## config.mk

```make
export PLATFORM = sky130hd
export DESIGN_NAME = inertial_motion_ctrl
export DESIGN_NICKNAME = d
export VERILOG_FILES = /design/src/rtl/motion_pkg.sv /design/src/rtl/press_detect.sv /design/src/rtl/velocity_unit.sv /design/src/rtl/position_unit.sv /design/src/rtl/inertial_motion_ctrl.sv
export SDC_FILE = /design/constraint.sdc
export NUM_CORES = 1
export LEC_CHECK = 0
export ABC_AREA = 1
export BUFFER_PORTS_ARGS = -buffer_cell sky130_fd_sc_hd__buf_4
export CAP_MARGIN = 10
export CORE_UTILIZATION = 47
export DETAILED_ROUTE_END_ITERATION = 10
export GPL_TIMING_DRIVEN = 0
export HOLD_SLACK_MARGIN = 0.1
export PLACE_DENSITY = 0.75
export SYNTH_ARGS = -nofsm -noshare
export SYNTH_HDL_FRONTEND = slang
export SYNTH_SLANG_ARGS = --single-unit
```

## constraint.sdc

```tcl
create_clock -name clk -period 6.5 [get_ports clk]
set_input_delay 0.975 -clock clk [delete_from_list [all_inputs] [get_ports clk]]
set_output_delay 0.975 -clock clk [all_outputs]
set_load 0.05 [all_outputs]
```

## src/rtl/motion_pkg.sv

```systemverilog
// Shared constants for the inertial motion controller.
package motion_pkg;
    localparam int unsigned SCREEN_W  = 640;
    localparam logic        DIR_RIGHT = 1'b1;
    localparam logic        DIR_LEFT  = 1'b0;
endpackage

```

## src/rtl/press_detect.sv

```systemverilog
// Synchronises one active-low button level and emits a one-cycle press
// pulse on its high-to-low transition.
// Assumes the input is already debounced; reset treats the button as released.
module press_detect #(
    parameter int SYNC_STAGES = 2
) (
    input  logic clk,
    input  logic rst_n,
    input  logic btn_n,
    output logic press
);
    // chain[SYNC_STAGES-1] is the synchronised level, chain[SYNC_STAGES] its previous value
    logic [SYNC_STAGES:0] chain;

    // shift the raw level through the synchroniser and history stage
    always_ff @(posedge clk) begin
        if (!rst_n) chain <= '1;
        else        chain <= {chain[SYNC_STAGES-1:0], btn_n};
    end

    assign press = chain[SYNC_STAGES] & ~chain[SYNC_STAGES-1];

    // a press is a single-cycle pulse
    assert_single_pulse_R2: assert property (@(posedge clk) disable iff (!rst_n)
        press |=> !press);
endmodule

```

## src/rtl/velocity_unit.sv

```systemverilog
// Holds speed magnitude and direction bit; applies one unit of acceleration
// per press and clears speed on a border hit.
// Assumes MAX_SPEED >= 1 and that press inputs are single-cycle pulses.
module velocity_unit
    import motion_pkg::*;
#(
    parameter int MAX_SPEED = 7,
    parameter int SPW       = $clog2(MAX_SPEED + 1)
) (
    input  logic           clk,
    input  logic           rst_n,
    input  logic           press_l,
    input  logic           press_r,
    input  logic           border_hit,
    output logic [SPW-1:0] speed,
    output logic           dir
);
    localparam logic [SPW-1:0] SPD_MAX = SPW'(MAX_SPEED);

    logic           one_press;
    logic           toward;
    logic [SPW-1:0] spd_n;
    logic           dir_n;

    assign one_press = press_l ^ press_r;
    assign toward    = press_r ? DIR_RIGHT : DIR_LEFT;

    // next velocity: border clear wins, then a single uncancelled press
    always_comb begin
        spd_n = speed;
        dir_n = dir;
        if (border_hit) begin
            spd_n = '0;
        end else if (one_press) begin
            if (dir == toward) begin
                spd_n = (speed == SPD_MAX) ? SPD_MAX : speed + 1'b1;
            end else if (speed == '0) begin
                spd_n = SPW'(1);
                dir_n = toward;
            end else begin
                spd_n = speed - 1'b1;
            end
        end
    end

    // velocity register
    always_ff @(posedge clk) begin
        if (!rst_n) begin
            speed <= '0;
            dir   <= DIR_LEFT;
        end else begin
            speed <= spd_n;
            dir   <= dir_n;
        end
    end

    assert_speed_bound_R6: assert property (@(posedge clk) disable iff (!rst_n)
        speed <= SPD_MAX);
    assert_hit_stops_R9: assert property (@(posedge clk) disable iff (!rst_n)
        border_hit |=> speed == '0);
    assert_cancel_R7: assert property (@(posedge clk) disable iff (!rst_n)
        (!one_press && !border_hit) |=> ($stable(speed) && $stable(dir)));
    assert_zero_cross_R5: assert property (@(posedge clk) disable iff (!rst_n)
        (one_press && !border_hit && speed == '0 && dir != toward) |=> (speed == SPW'(1) && $changed(dir)));
endmodule

```

## src/rtl/position_unit.sv

```systemverilog
// Advances x by the signed velocity on each frame tick and clamps it to
// [X_MIN, X_MAX], flagging a border hit when a step overshoots.
// Assumes X_MAX + speed fits in XW+1 bits.
module position_unit
    import motion_pkg::*;
#(
    parameter int X_MIN = 8,
    parameter int X_MAX = 599,
    parameter int XW    = 10,
    parameter int SPW   = 3
) (
    input  logic           clk,
    input  logic           rst_n,
    input  logic           tick,
    input  logic [SPW-1:0] speed,
    input  logic           dir,
    output logic [XW-1:0]  pos_x,
    output logic           border_hit
);
    localparam logic [XW:0]   LO     = (XW + 1)'(X_MIN);
    localparam logic [XW:0]   HI     = (XW + 1)'(X_MAX);
    localparam logic [XW-1:0] CENTRE = XW'((X_MIN + X_MAX) / 2);

    logic [XW:0]   up_sum;
    logic [XW:0]   lo_need;
    logic          over;
    logic [XW-1:0] x_n;

    assign up_sum  = {1'b0, pos_x} + {{(XW + 1 - SPW){1'b0}}, speed};
    assign lo_need = LO + {{(XW + 1 - SPW){1'b0}}, speed};

    // candidate next position with clamping at either bound
    always_comb begin
        over = 1'b0;
        x_n  = pos_x;
        if (dir == DIR_RIGHT) begin
            if (up_sum > HI) begin
                over = 1'b1;
                x_n  = HI[XW-1:0];
            end else begin
                x_n = up_sum[XW-1:0];
            end
        end else begin
            if ({1'b0, pos_x} < lo_need) begin
                over = 1'b1;
                x_n  = LO[XW-1:0];
            end else begin
                x_n = pos_x - XW'(speed);
            end
        end
    end

    assign border_hit = tick & over;

    // position register, updated once per frame tick
    always_ff @(posedge clk) begin
        if (!rst_n)    pos_x <= CENTRE;
        else if (tick) pos_x <= x_n;
    end

    assert_pos_range_R9: assert property (@(posedge clk) disable iff (!rst_n)
        ({1'b0, pos_x} >= LO) && ({1'b0, pos_x} <= HI));
    assert_hold_no_tick_R8: assert property (@(posedge clk) disable iff (!rst_n)
        !tick |=> $stable(pos_x));
    assert_hit_on_bound_R9: assert property (@(posedge clk) disable iff (!rst_n)
        border_hit |=> ({1'b0, pos_x} == LO || {1'b0, pos_x} == HI));
endmodule

```

## src/rtl/inertial_motion_ctrl.sv

```systemverilog
// Top level: two press detectors feed the velocity unit; the position unit
// steps x per frame tick and reports border hits back to the velocity unit.
// Assumes debounced active-low buttons and a single-cycle frame_tick.
module inertial_motion_ctrl
    import motion_pkg::*;
#(
    parameter int MARGIN    = 8,
    parameter int SPRITE_W  = 32,
    parameter int MAX_SPEED = 7
) (
    input  logic                             clk,
    input  logic                             rst_n,
    input  logic                             btn_left_n,
    input  logic                             btn_right_n,
    input  logic                             frame_tick,
    output logic [$clog2(SCREEN_W)-1:0]      pos_x,
    output logic [$clog2(MAX_SPEED+1)-1:0]   speed,
    output logic                             dir_right
);
    localparam int XW    = $clog2(SCREEN_W);
    localparam int SPW   = $clog2(MAX_SPEED + 1);
    localparam int X_MIN = MARGIN;
    localparam int X_MAX = SCREEN_W - 1 - MARGIN - SPRITE_W;
    localparam int NBTN  = 2;

    logic [NBTN-1:0] btn_n;
    logic [NBTN-1:0] press;
    logic            border_hit;

    assign btn_n = {btn_right_n, btn_left_n};

    for (genvar i = 0; i < NBTN; i++) begin : g_btn
        press_detect #(.SYNC_STAGES(2)) u_det (
            .clk   (clk),
            .rst_n (rst_n),
            .btn_n (btn_n[i]),
            .press (press[i])
        );
    end

    velocity_unit #(.MAX_SPEED(MAX_SPEED), .SPW(SPW)) u_vel (
        .clk        (clk),
        .rst_n      (rst_n),
        .press_l    (press[0]),
        .press_r    (press[1]),
        .border_hit (border_hit),
        .speed      (speed),
        .dir        (dir_right)
    );

    position_unit #(.X_MIN(X_MIN), .X_MAX(X_MAX), .XW(XW), .SPW(SPW)) u_pos (
        .clk        (clk),
        .rst_n      (rst_n),
        .tick       (frame_tick),
        .speed      (speed),
        .dir        (dir_right),
        .pos_x      (pos_x),
        .border_hit (border_hit)
    );
endmodule

```

# After elaboration in Yosys (flattened, before gate mapping)
# Index checks and enable logic that the tools add are counted.
op_classes:
  addsub: 5
  magnitude_cmp: 2
  eq_ne: 2
  n_mux: 10
  bitwise_logic: 9
  reduce_logical: 3
ops:
  columns: ["op", "count"]
  rows:
  - ["$mux 10", 3]
  - ["$add 10x3->11", 1]
  - ["$gt 11x10->1 const B", 1]
  - ["$lt 10x11->1", 1]
  - ["$sub 10x3->10", 1]
  - ["$mux 3", 3]
  - ["$add 4x3->5 const A", 1]
  - ["$not 1->1", 5]
  - ["$mux 1", 4]
  - ["$reduce_and 4->1", 1]
  - ["$add 3x1->3 const B", 1]
  - ["$and 1x1->1", 3]
  - ["$eq 3x3->1 const B", 1]
  - ["$logic_not 3->1", 1]
  - ["$sub 3x1->3 const B", 1]
  - ["$reduce_or 2->1", 1]
  - ["$eq 1x1->1", 1]
  - ["$xor 1x1->1", 1]
totals:
  regBits: 20
  in_bits: 5

# Longest topological paths before layout
# Gate-level depths: netlist (run 1).
depth:
  ltp_word: 7
  ltp_mapped: 18

# Hierarchy
# A second synthesis (run 1) with hierarchy kept.
hier_totals:
  hier_cells: 271
  area_unflattened_um2: 1629.1
by_module_without_submodules:
  columns: ["mod", "n_inst", "cells_each", "area_per_inst_um2"]
  rows:
  - ["position_unit", 1, 188, 1097.3]
  - ["velocity_unit", 1, 61, 351.6]
  - ["press_detect", 2, 11, 90.1]

# Worst setup path after synthesis (run 1)
# No wires, ideal clock.
synth_path:
  kind: "reg-to-reg"
  from: "reg u_vel.speed[0]"
  to: "reg u_pos.pos_x[3]"
  setup_time_ps: 115
  t_arrival_ps: 2373
  slack_ps: 4012
  stages_incl_launch_ff: 18
  synth_period_minus_slack_ps: 2488
  cell_sequence: "dfxtp_1 > ha_1 > inv_1 > fa_1 > inv_1 > nand3_1 > nand3_1 > nand2_1 > inv_1 > nand2_1 > nand2_1 > nand2_1 > nand2_2 > nand3_1 > nand3_1 > o21ai_0 > nand2_1 > nand2_1"
synth_between:
  elab_chain_cells: 4
synth_rtl:
  columns: ["item", "line", "rtl"]
  rows:
  - ["from (decl)", "velocity_unit.sv:15", "output logic [SPW-1:0] speed,"]
  - ["from (signal assigned)", "velocity_unit.sv:52", "speed <= spd_n;"]
  - ["$add 10x3->11 / $add 4x3->5 (equally long branches)", "position_unit.sv:29, position_unit.sv:30", null]
  - ["$gt 11x10->1 / $lt 10x11->1 (equally long branches)", "position_unit.sv:37, position_unit.sv:44", null]
  - ["$mux 10, on equally long branches", "position_unit.sv:37, position_unit.sv:44", null]
  - ["$mux 10 (*)", "position_unit.sv:36", "if (dir == DIR_RIGHT) begin"]
  - ["to (signal assigned)", "position_unit.sv:58", "else if (tick) pos_x <= x_n;"]
  - ["to (decl)", "position_unit.sv:17", "output logic [XW-1:0] pos_x,"]
# Mark *: on every way between the ends. The rest lies on a longest branch, timed or not.
# A chain may end at the register's enable or synchronous reset.

# Worst setup path after layout (run 1)
layout_path:
  from: "reg u_vel.speed[0]"
  to: "reg u_pos.pos_x[8]"
# The elaborated chain is that of the path after synthesis.

==> run summary, run 1 <==
GRT
------------------------------------------------------------------------------------------------------
GRT Util Overall ........................................................................        20.2%
Via count of the first global-routing pass ..............................................        1,217
Pin count of the biggest net entering global routing ....................................           13
First-pass GRT wire length ..............................................................      5.40 mm
GRT Residual Overflow ...................................................................            0
Antenna violations before repair ........................................................            0

LOGIC SYNTHESIS
------------------------------------------------------------------------------------------------------
Number of distinct library cell variants in the gate-level netlist after synthesis ......           32
Synthesized Nets ........................................................................          239
Syn avg cell area .......................................................................     6.76 um2
Synth Cell Area .........................................................................     1500 um2
Number of synthesized register bits .....................................................           20
Synthesis warning total .................................................................            0
Main area contributors after synthesis .................................................. sky130_fd_sc_hd__dfxtp_1 27%, sky130_fd_sc_hd__nand2_1 12%, sky130_fd_sc_hd__ha_1 8.3%
Cell taking the most area after synthesis ............................................... sky130_fd_sc_hd__dfxtp_1
Seq/Total Area, Yosys ...................................................................        26.7%
Synthesized instance count ..............................................................          222
Portion of synthesized cell area occupied by the leading cell type ......................        26.7%

STA
------------------------------------------------------------------------------------------------------
Endpoints failing hold ..................................................................            0
Minimum clock period ....................................................................      2450 ps
Crit share post-route ...................................................................        37.7%
Highest achievable clock rate ...........................................................      409 MHz
Total of endpoints with negative setup slack in the final report ........................            0
Setup repair after global routing missed its margin .....................................        false
Max-slew headroom at the worst pin ......................................................        70.7%
Max Slew Vio Count ......................................................................            0
Least-Margin Pin Slew ...................................................................       435 ps
Final total negative setup slack ........................................................         0 ps
Setup skew after layout .................................................................      9.74 ps

DRT
------------------------------------------------------------------------------------------------------
First-pass iteration count of the detailed router .......................................            4
Routed wirelength normalized by instance count ..........................................      11.6 um
Residual DRC ............................................................................            0
Remaining antenna violation count .......................................................            0
Mean number of vias per cell ............................................................         5.05
Routed wire length ......................................................................      3.33 mm
Vias after detailed routing .............................................................        1,450
Initial detailed-routing violation count ................................................           73

FINISH
------------------------------------------------------------------------------------------------------
Multi-input gate area in the final layout ...............................................      965 um2
Final antenna diode count ...............................................................            0
Cell area after layout ..................................................................     1740 um2
Most common library cell in the layout ignoring fill and taps ........................... sky130_fd_sc_hd__nand2_1
Area delta synth->final .................................................................        15.7%
Layout cells sized above 1 ..............................................................        17.7%
Most frequent cells in the layout ....................................................... 48 x sky130_fd_sc_hd__nand2_1, 26 x sky130_fd_sc_hd__inv_1, 20 x sky130_fd_sc_hd__dfxtp_1
Reg area ................................................................................      400 um2
Fill cells ..............................................................................          291
Final #Nets .............................................................................          261

SETUP PATH
------------------------------------------------------------------------------------------------------
Delay of the slowest cell on the worst path .............................................       490 ps
Cell repeated most along the worst path ................................................. sky130_fd_sc_hd__nand2_1
Critical path fanouts, max ..............................................................            7
Critical Path Source Type ...............................................................     register
Buffers and inverters on the worst path .................................................            2
CP cell instances ....................................................................... ha_1 -> inv_1 -> fa_1 -> inv_1 -> nand3_1 -> nand2_1 -> nand2_1 -> nand2_1 -> nand2_1 -> nor2_1 -> nand2_2 -> nand3_1 -> nand3_1 -> o21ai_0 -> nand2_1 -> nand2_1
Arrival time of the worst setup path ....................................................      2710 ps
Slowest-stage cell, CP .................................................................. sky130_fd_sc_hd__dfxtp_1
Class of the most critical setup path ...................................................      reg2reg
Critical Path Sink Type .................................................................     register
Top Family by Delay on Critical Path .................................................... simple AND/OR/NAND/NOR gates
Worst path required time ................................................................      6760 ps

PLACEMENT
------------------------------------------------------------------------------------------------------
Routability cong. .......................................................................        0.851
Post-DP HPWL ............................................................................      2.62 mm
Number of port buffers ..................................................................           17
Post-detailed-placement cell area .......................................................     1680 um2

POWER
------------------------------------------------------------------------------------------------------
Largest voltage drop on the vdd net .....................................................       125 uV
Ratio of total power to cell area .......................................................   222 nW/um2
Leakage power total .....................................................................     0.820 nW
Total chip power ........................................................................     0.385 mW

CLOCK TREE
------------------------------------------------------------------------------------------------------
Buffer count from post-CTS setup fixing .................................................            0
Clock transition at the register clock pins on the worst setup and hold paths after CTS .       120 ps
Clk buf depth ...........................................................................            2
Clock tree from TritonCTS ...............................................................         done
Clock sink total ........................................................................           20
Clk Tree Root Cell ...................................................................... sky130_fd_sc_hd__clkbuf_4
Skew-Pair Late Insertion Delay ..........................................................       310 ps
Total of hold buffers inserted after clock tree synthesis ...............................            0
Number of H-tree branching levels .......................................................            1
Post-cts resize count ...................................................................            0
Clock buffer count from CTS .............................................................            3

HOLD PATH
------------------------------------------------------------------------------------------------------
Worst hold-check path type ..............................................................      reg2reg

FLOORPLAN
------------------------------------------------------------------------------------------------------
# rows ..................................................................................           20
Die Y ...................................................................................      58.5 um
Die Outline Area ........................................................................     3420 um2
Ports placed on the boundary ............................................................           19
Die Width ...............................................................................      58.5 um
Initial core utilization ................................................................        49.5%
Core Footprint ..........................................................................     3030 um2

OUTCOME
------------------------------------------------------------------------------------------------------
Run status .............................................................................. finished, final reports clean

JOB
------------------------------------------------------------------------------------------------------
Max-cap violations ......................................................................            0

-- cells by family (layout without fill, tap and decap cells) --
| group | Yosys count | count (layout) | synth area share [%] |
|---|---|---|---|
| AO/OA/AOI/OAI | 42 | 42 | 15.3 |
| XOR/XNOR | 8 | 8 | 4.67 |
| adder cells (fa/ha/maj) | 12 | 12 | 11.0 |
| buffers and inverters | 34 | 55 | 9.01 |
| flip-flops | 20 | 20 | 26.7 |
| AND/OR/NAND/NOR | 106 | 106 | 33.3 |
-- registers in the layout (all words and copies together) (netlist names) --
name,count
g_btn.u_det.chain,6
u_pos.pos_x,10
u_vel.dir,1
u_vel.speed,3
-- power by group --
part | internal [mW] | switching (mW) | leakage (nW)
sequential | 0.132 | 0.0122 | 0.165
clock | 0.0624 | 0.0406 | 0.0279
combinational | 0.0456 | 0.0927 | 0.627
total | 0.240 | 0.145 | 0.820
-- per-stage QoR --
step,worst slack (ps),std cells,hold WS (ps),utilization [%]
after floorplan,4010,222,392,-
after CTS,4080,287,431,57.3
after global routing,3770,287,439,57.3
after detailed placement,4130,283,400,55.6
after global placement,4110,283,399,55.6
final,4050,287,427,57.3
-- cell type report --
class	count	area share, %
repair buffers	17	7.35
well taps	44	3.17
clock inverters	1	1.73
plain buffers	4	1.30
clock buffers	3	1.30
inverters	30	6.49
flip-flops and latches	20	23.1
multi-input cells	168	55.6
-- cells in the mapped netlist, drive strengths merged --
| cell type | number |
|---|---|
| xnor2 | 1 |
| a221oi | 1 |
| ha | 10 |
| nand4 | 3 |
| o22ai | 1 |
| nand3b | 4 |
| nor2 | 20 |
| clkinv | 2 |
| o311ai | 1 |
| o211ai | 1 |
| a31oi | 1 |
| nand3 | 16 |
| buf | 4 |
| or2 | 4 |
| dfxtp | 20 |
| fa | 2 |
| a21oi | 18 |
| o21ai | 19 |
| inv | 28 |
| nor3b | 1 |
| nand2 | 54 |
| xor2 | 7 |
| nor3 | 4 |
-- per-layer routing --
layer,GRT usage (%),share of wire (%)
met2,30.9,43
met4,7.48,1.4
met5,0,0
met3,1.32,6.5
met1,29.9,50
-- path summary, 6_finish.rpt --
| path | cells after the start | from | endpoint | slack (ps) |
|---|---|---|---|---|
| setup / recovery | 16 | u_vel.speed[0]$_SDFFE_PP0N_ | u_pos.pos_x[8]$_SDFFE_PN1P_ | 4050 |
| hold reg to reg | 1 | g_btn[1].u_det.chain[0]$_SDFF_PN1_ | g_btn[1].u_det.chain[1]$_SDFF_PN1_ | 430 |
| hold / removal | 1 | g_btn[1].u_det.chain[0]$_SDFF_PN1_ | g_btn[1].u_det.chain[1]$_SDFF_PN1_ | 430 |
| setup reg to reg | 16 | u_vel.speed[0]$_SDFFE_PP0N_ | u_pos.pos_x[8]$_SDFFE_PN1P_ | 4050 |
Note: power is estimated with default switching activity, not from simulation.
==> run 2: changes to the inputs <==
Clock period 6.5 ns to 2.3 ns, I/O delays scaled along.
==> run summary, run 2 (synthesized netlist as in run 1, its figures left out) <==
OUTCOME
------------------------------------------------------------------------------------------------------
Run status .............................................................................. finished, final reports clean

STA
------------------------------------------------------------------------------------------------------
Setup skew after layout .................................................................      6.95 ps   -2.79 ps
Crit share post-route ...................................................................        95.0%   +57 points
Highest achievable clock rate ...........................................................      458 MHz   +12%
Max Slew Vio Count ......................................................................            0   unchanged
Least-Margin Pin Slew ...................................................................       448 ps   +13.2 ps
Minimum hold slack ......................................................................       216 ps   -211 ps
Total of endpoints with negative setup slack in the final report ........................            0   unchanged
Endpoints failing hold ..................................................................            0   unchanged
Final total negative setup slack ........................................................         0 ps   unchanged
Minimum clock period ....................................................................      2190 ps   -262 ps
Final setup slack of the worst path .....................................................       114 ps   -3940 ps
Max-slew headroom at the worst pin ......................................................        69.9%   -0.79 points

PLACEMENT
------------------------------------------------------------------------------------------------------
Number of port buffers ..................................................................           17   unchanged
Placed Cells ............................................................................          283   unchanged
Post-DP HPWL ............................................................................      2.69 mm   +3.0%
Routability cong. .......................................................................        0.878   +3.2%
Post-placement worst setup slack ........................................................      24.7 ps   -4110 ps
Post-detailed-placement cell area .......................................................     1690 um2   +0.37%

FINISH
------------------------------------------------------------------------------------------------------
Final #Nets .............................................................................          267   +2.3%
Biggest registers after layout .......................................................... u_pos.pos_x: 10 flops, g_btn.u_det.chain: 6 flops, u_vel.speed: 3 flops
Non-Filler Instances ....................................................................          293   +2.1%
Max FFs per register ....................................................................           10   unchanged
Layout cells sized above 1 ..............................................................        27.7%   +10 points
Most frequent cells in the layout ....................................................... 44 x sky130_fd_sc_hd__nand2_1, 25 x sky130_fd_sc_hd__inv_1, 24 x sky130_fd_sc_hd__buf_4
Reg area ................................................................................      409 um2   +2.2%
Cell area after layout ..................................................................     1870 um2   +7.6%
Multi-input gate area in the final layout ...............................................     1040 um2   +8.2%
Final antenna diode count ...............................................................            0   unchanged
Top register by number of flip-flops ....................................................  u_pos.pos_x
Area delta synth->final .................................................................        24.5%
Fill cells ..............................................................................          289   -0.69%
Most common library cell in the layout ignoring fill and taps ........................... sky130_fd_sc_hd__nand2_1

DRT
------------------------------------------------------------------------------------------------------
First-pass iteration count of the detailed router .......................................            4   unchanged
Wire length on met3 .....................................................................       212 um   -1.4%
Met1 wire length ........................................................................      1.76 mm   +6.7%
Mean number of vias per cell ............................................................         5.11   +1.1%
Routed wire length ......................................................................      3.65 mm   +9.7%
Highest metal layer with signal wires ...................................................         met4
Initial detailed-routing violation count ................................................           59   -19%
Met2 wirelength from detailed routing ...................................................      1.66 mm   +17%
Routed wirelength normalized by instance count ..........................................      12.5 um   +7.4%
Vias after detailed routing .............................................................        1,497   +3.2%
Remaining antenna violation count .......................................................            0   unchanged
Residual DRC ............................................................................            0   unchanged

SETUP PATH
------------------------------------------------------------------------------------------------------
CP cell instances ....................................................................... ha_4 -> inv_1 -> fa_2 -> o21ai_4 -> nand3_2 -> nand3b_1 -> nand2_2 -> nor2_4 -> nand2_4 -> nand2_2 -> nand2_4 -> a21oi_2 -> nor2_1
Class of the most critical setup path ...................................................      reg2reg
Arrival time of the worst setup path ....................................................      2400 ps   -310 ps
Critical path fanouts, max ..............................................................            4   -3
Worst-case reg-to-reg path depth ........................................................           13   -3
Setup slack of the worst register-to-register path ......................................       110 ps   -3940 ps
Endpoint of the worst register-to-register path ......................................... u_vel.dir$_SDFFE_PN0P_
Reg-to-reg critical path startpoint ..................................................... u_pos.pos_x[0]$_SDFFE_PN1P_
Worst path required time ................................................................      2510 ps   -4250 ps
Critical Path Sink Type .................................................................     register
Delay of the slowest cell on the worst path .............................................       420 ps   -70 ps
Critical Path Source Type ...............................................................     register
Slowest-stage cell, CP .................................................................. sky130_fd_sc_hd__fa_2

FLOORPLAN
------------------------------------------------------------------------------------------------------
Die Y ...................................................................................      58.5 um   unchanged
Die Outline Area ........................................................................     3420 um2   unchanged
Core Footprint ..........................................................................     3030 um2   unchanged
Die Width ...............................................................................      58.5 um   unchanged
# rows ..................................................................................           20   unchanged
Ports placed on the boundary ............................................................           19   unchanged
Initial core utilization ................................................................        49.5%   unchanged

GRT
------------------------------------------------------------------------------------------------------
Antenna violations before repair ........................................................            0   unchanged
GRT Residual Overflow ...................................................................            0   unchanged
Via count of the first global-routing pass ..............................................        1,285   +5.6%
First-pass GRT wire length ..............................................................      5.85 mm   +8.3%
Pin count of the biggest net entering global routing ....................................           13   unchanged
GRT Util Overall ........................................................................        22.2%   +2.0 points

CLOCK TREE
------------------------------------------------------------------------------------------------------
Clock tree from TritonCTS ...............................................................         done
Clock transition at the register clock pins on the worst setup and hold paths after CTS .       120 ps   about the same
Clk Tree Root Cell ...................................................................... sky130_fd_sc_hd__clkbuf_4
Clk buf depth ...........................................................................            2   unchanged
Number of H-tree branching levels .......................................................            1   unchanged
Clock sink total ........................................................................           20   unchanged
Skew-Pair Late Insertion Delay ..........................................................       300 ps   about the same
Clock buffer count from CTS .............................................................            3   unchanged
Total of hold buffers inserted after clock tree synthesis ...............................            0   unchanged

POWER
------------------------------------------------------------------------------------------------------
Ratio of total power to cell area .......................................................   604 nW/um2   +170%
Leakage power total .....................................................................     0.863 nW   +5.1%
Largest voltage drop on the vdd net .....................................................       492 uV   +290%

HOLD PATH
------------------------------------------------------------------------------------------------------
Min-Delay Startpoint ....................................................................   btn_left_n
Number of cells on the worst hold path ..................................................            2   +1
Worst hold-check path type ..............................................................       in2reg
Worst hold endpoint ..................................................................... g_btn[0].u_det.chain[0]$_SDFF_PN1_

JOB
------------------------------------------------------------------------------------------------------
Max-cap violations ......................................................................            0   unchanged

## run 2: metal layers
metal / track usage, % / up-vias
met4: 5.10 / 0
met5: 0 / -
met2: 34.6 / 48
met3: 1.98 / 2
li1: - / 781
met1: 33.2 / 666
## run 2: worst max-delay path by stage
stage,start,cells past startpoint,end
2_1_floorplan,u_vel.speed[0]$_SDFFE_PP0N_,17,u_pos.pos_x[3]$_SDFFE_PN1P_
3_3_place_gp,u_vel.speed[0]$_SDFFE_PP0N_,13,u_vel.dir$_SDFFE_PN0P_
3_5_place_dp,u_vel.speed[0]$_SDFFE_PP0N_,16,u_pos.pos_x[8]$_SDFFE_PN1P_
4_1_cts,u_pos.pos_x[0]$_SDFFE_PN1P_,13,u_vel.dir$_SDFFE_PN0P_
5_1_grt,u_pos.pos_x[0]$_SDFFE_PN1P_,15,u_pos.pos_x[5]$_SDFFE_PN1P_
6_report,u_pos.pos_x[0]$_SDFFE_PN1P_,13,u_vel.dir$_SDFFE_PN0P_
## run 2: timing repair
action | in CTS | in global routing
pin swaps | 2 | 9
endpoints found under the setup margin | 3 | 11
resized for setup | 1 | 20
cloned | 0 | 0
buffers inserted | 2 | 4
## run 2: stage by stage
| stage | total power, mW | utilization (%) |
|---|---|---|
| floorplan | 0.706 | - |
| global placement | 0.803 | 55.8 |
| detailed placement | 0.805 | 55.8 |
| CTS | 1.09 | 58.1 |
| global route | 1.19 | 61.7 |
| finish | 1.13 | 61.7 |
## run 2: area by class of cell
type	count	area share (%)
clock buffer	3	1.21
sequential	20	21.9
tap	44	2.95
timing repair buffer	23	9.24
clock inverter	1	1.61
buffer	4	1.21
multi-input combinational	168	55.9
inverter	30	6.03
## run 2: power by group
part | switching (mW) | total, mW | internal, mW
registers | 0.0342 | 0.408 | 0.374
logic | 0.284 | 0.433 | 0.149
clock network | 0.111 | 0.287 | 0.176
## run 2: worst max-delay path, delay by kind of cell (launching register included)
kind	cells	cell delay (ps)
compound gates	2	320
buf+inv	1	60
flops	1	370
simple gates	8	800
fa+ha+maj	2	560
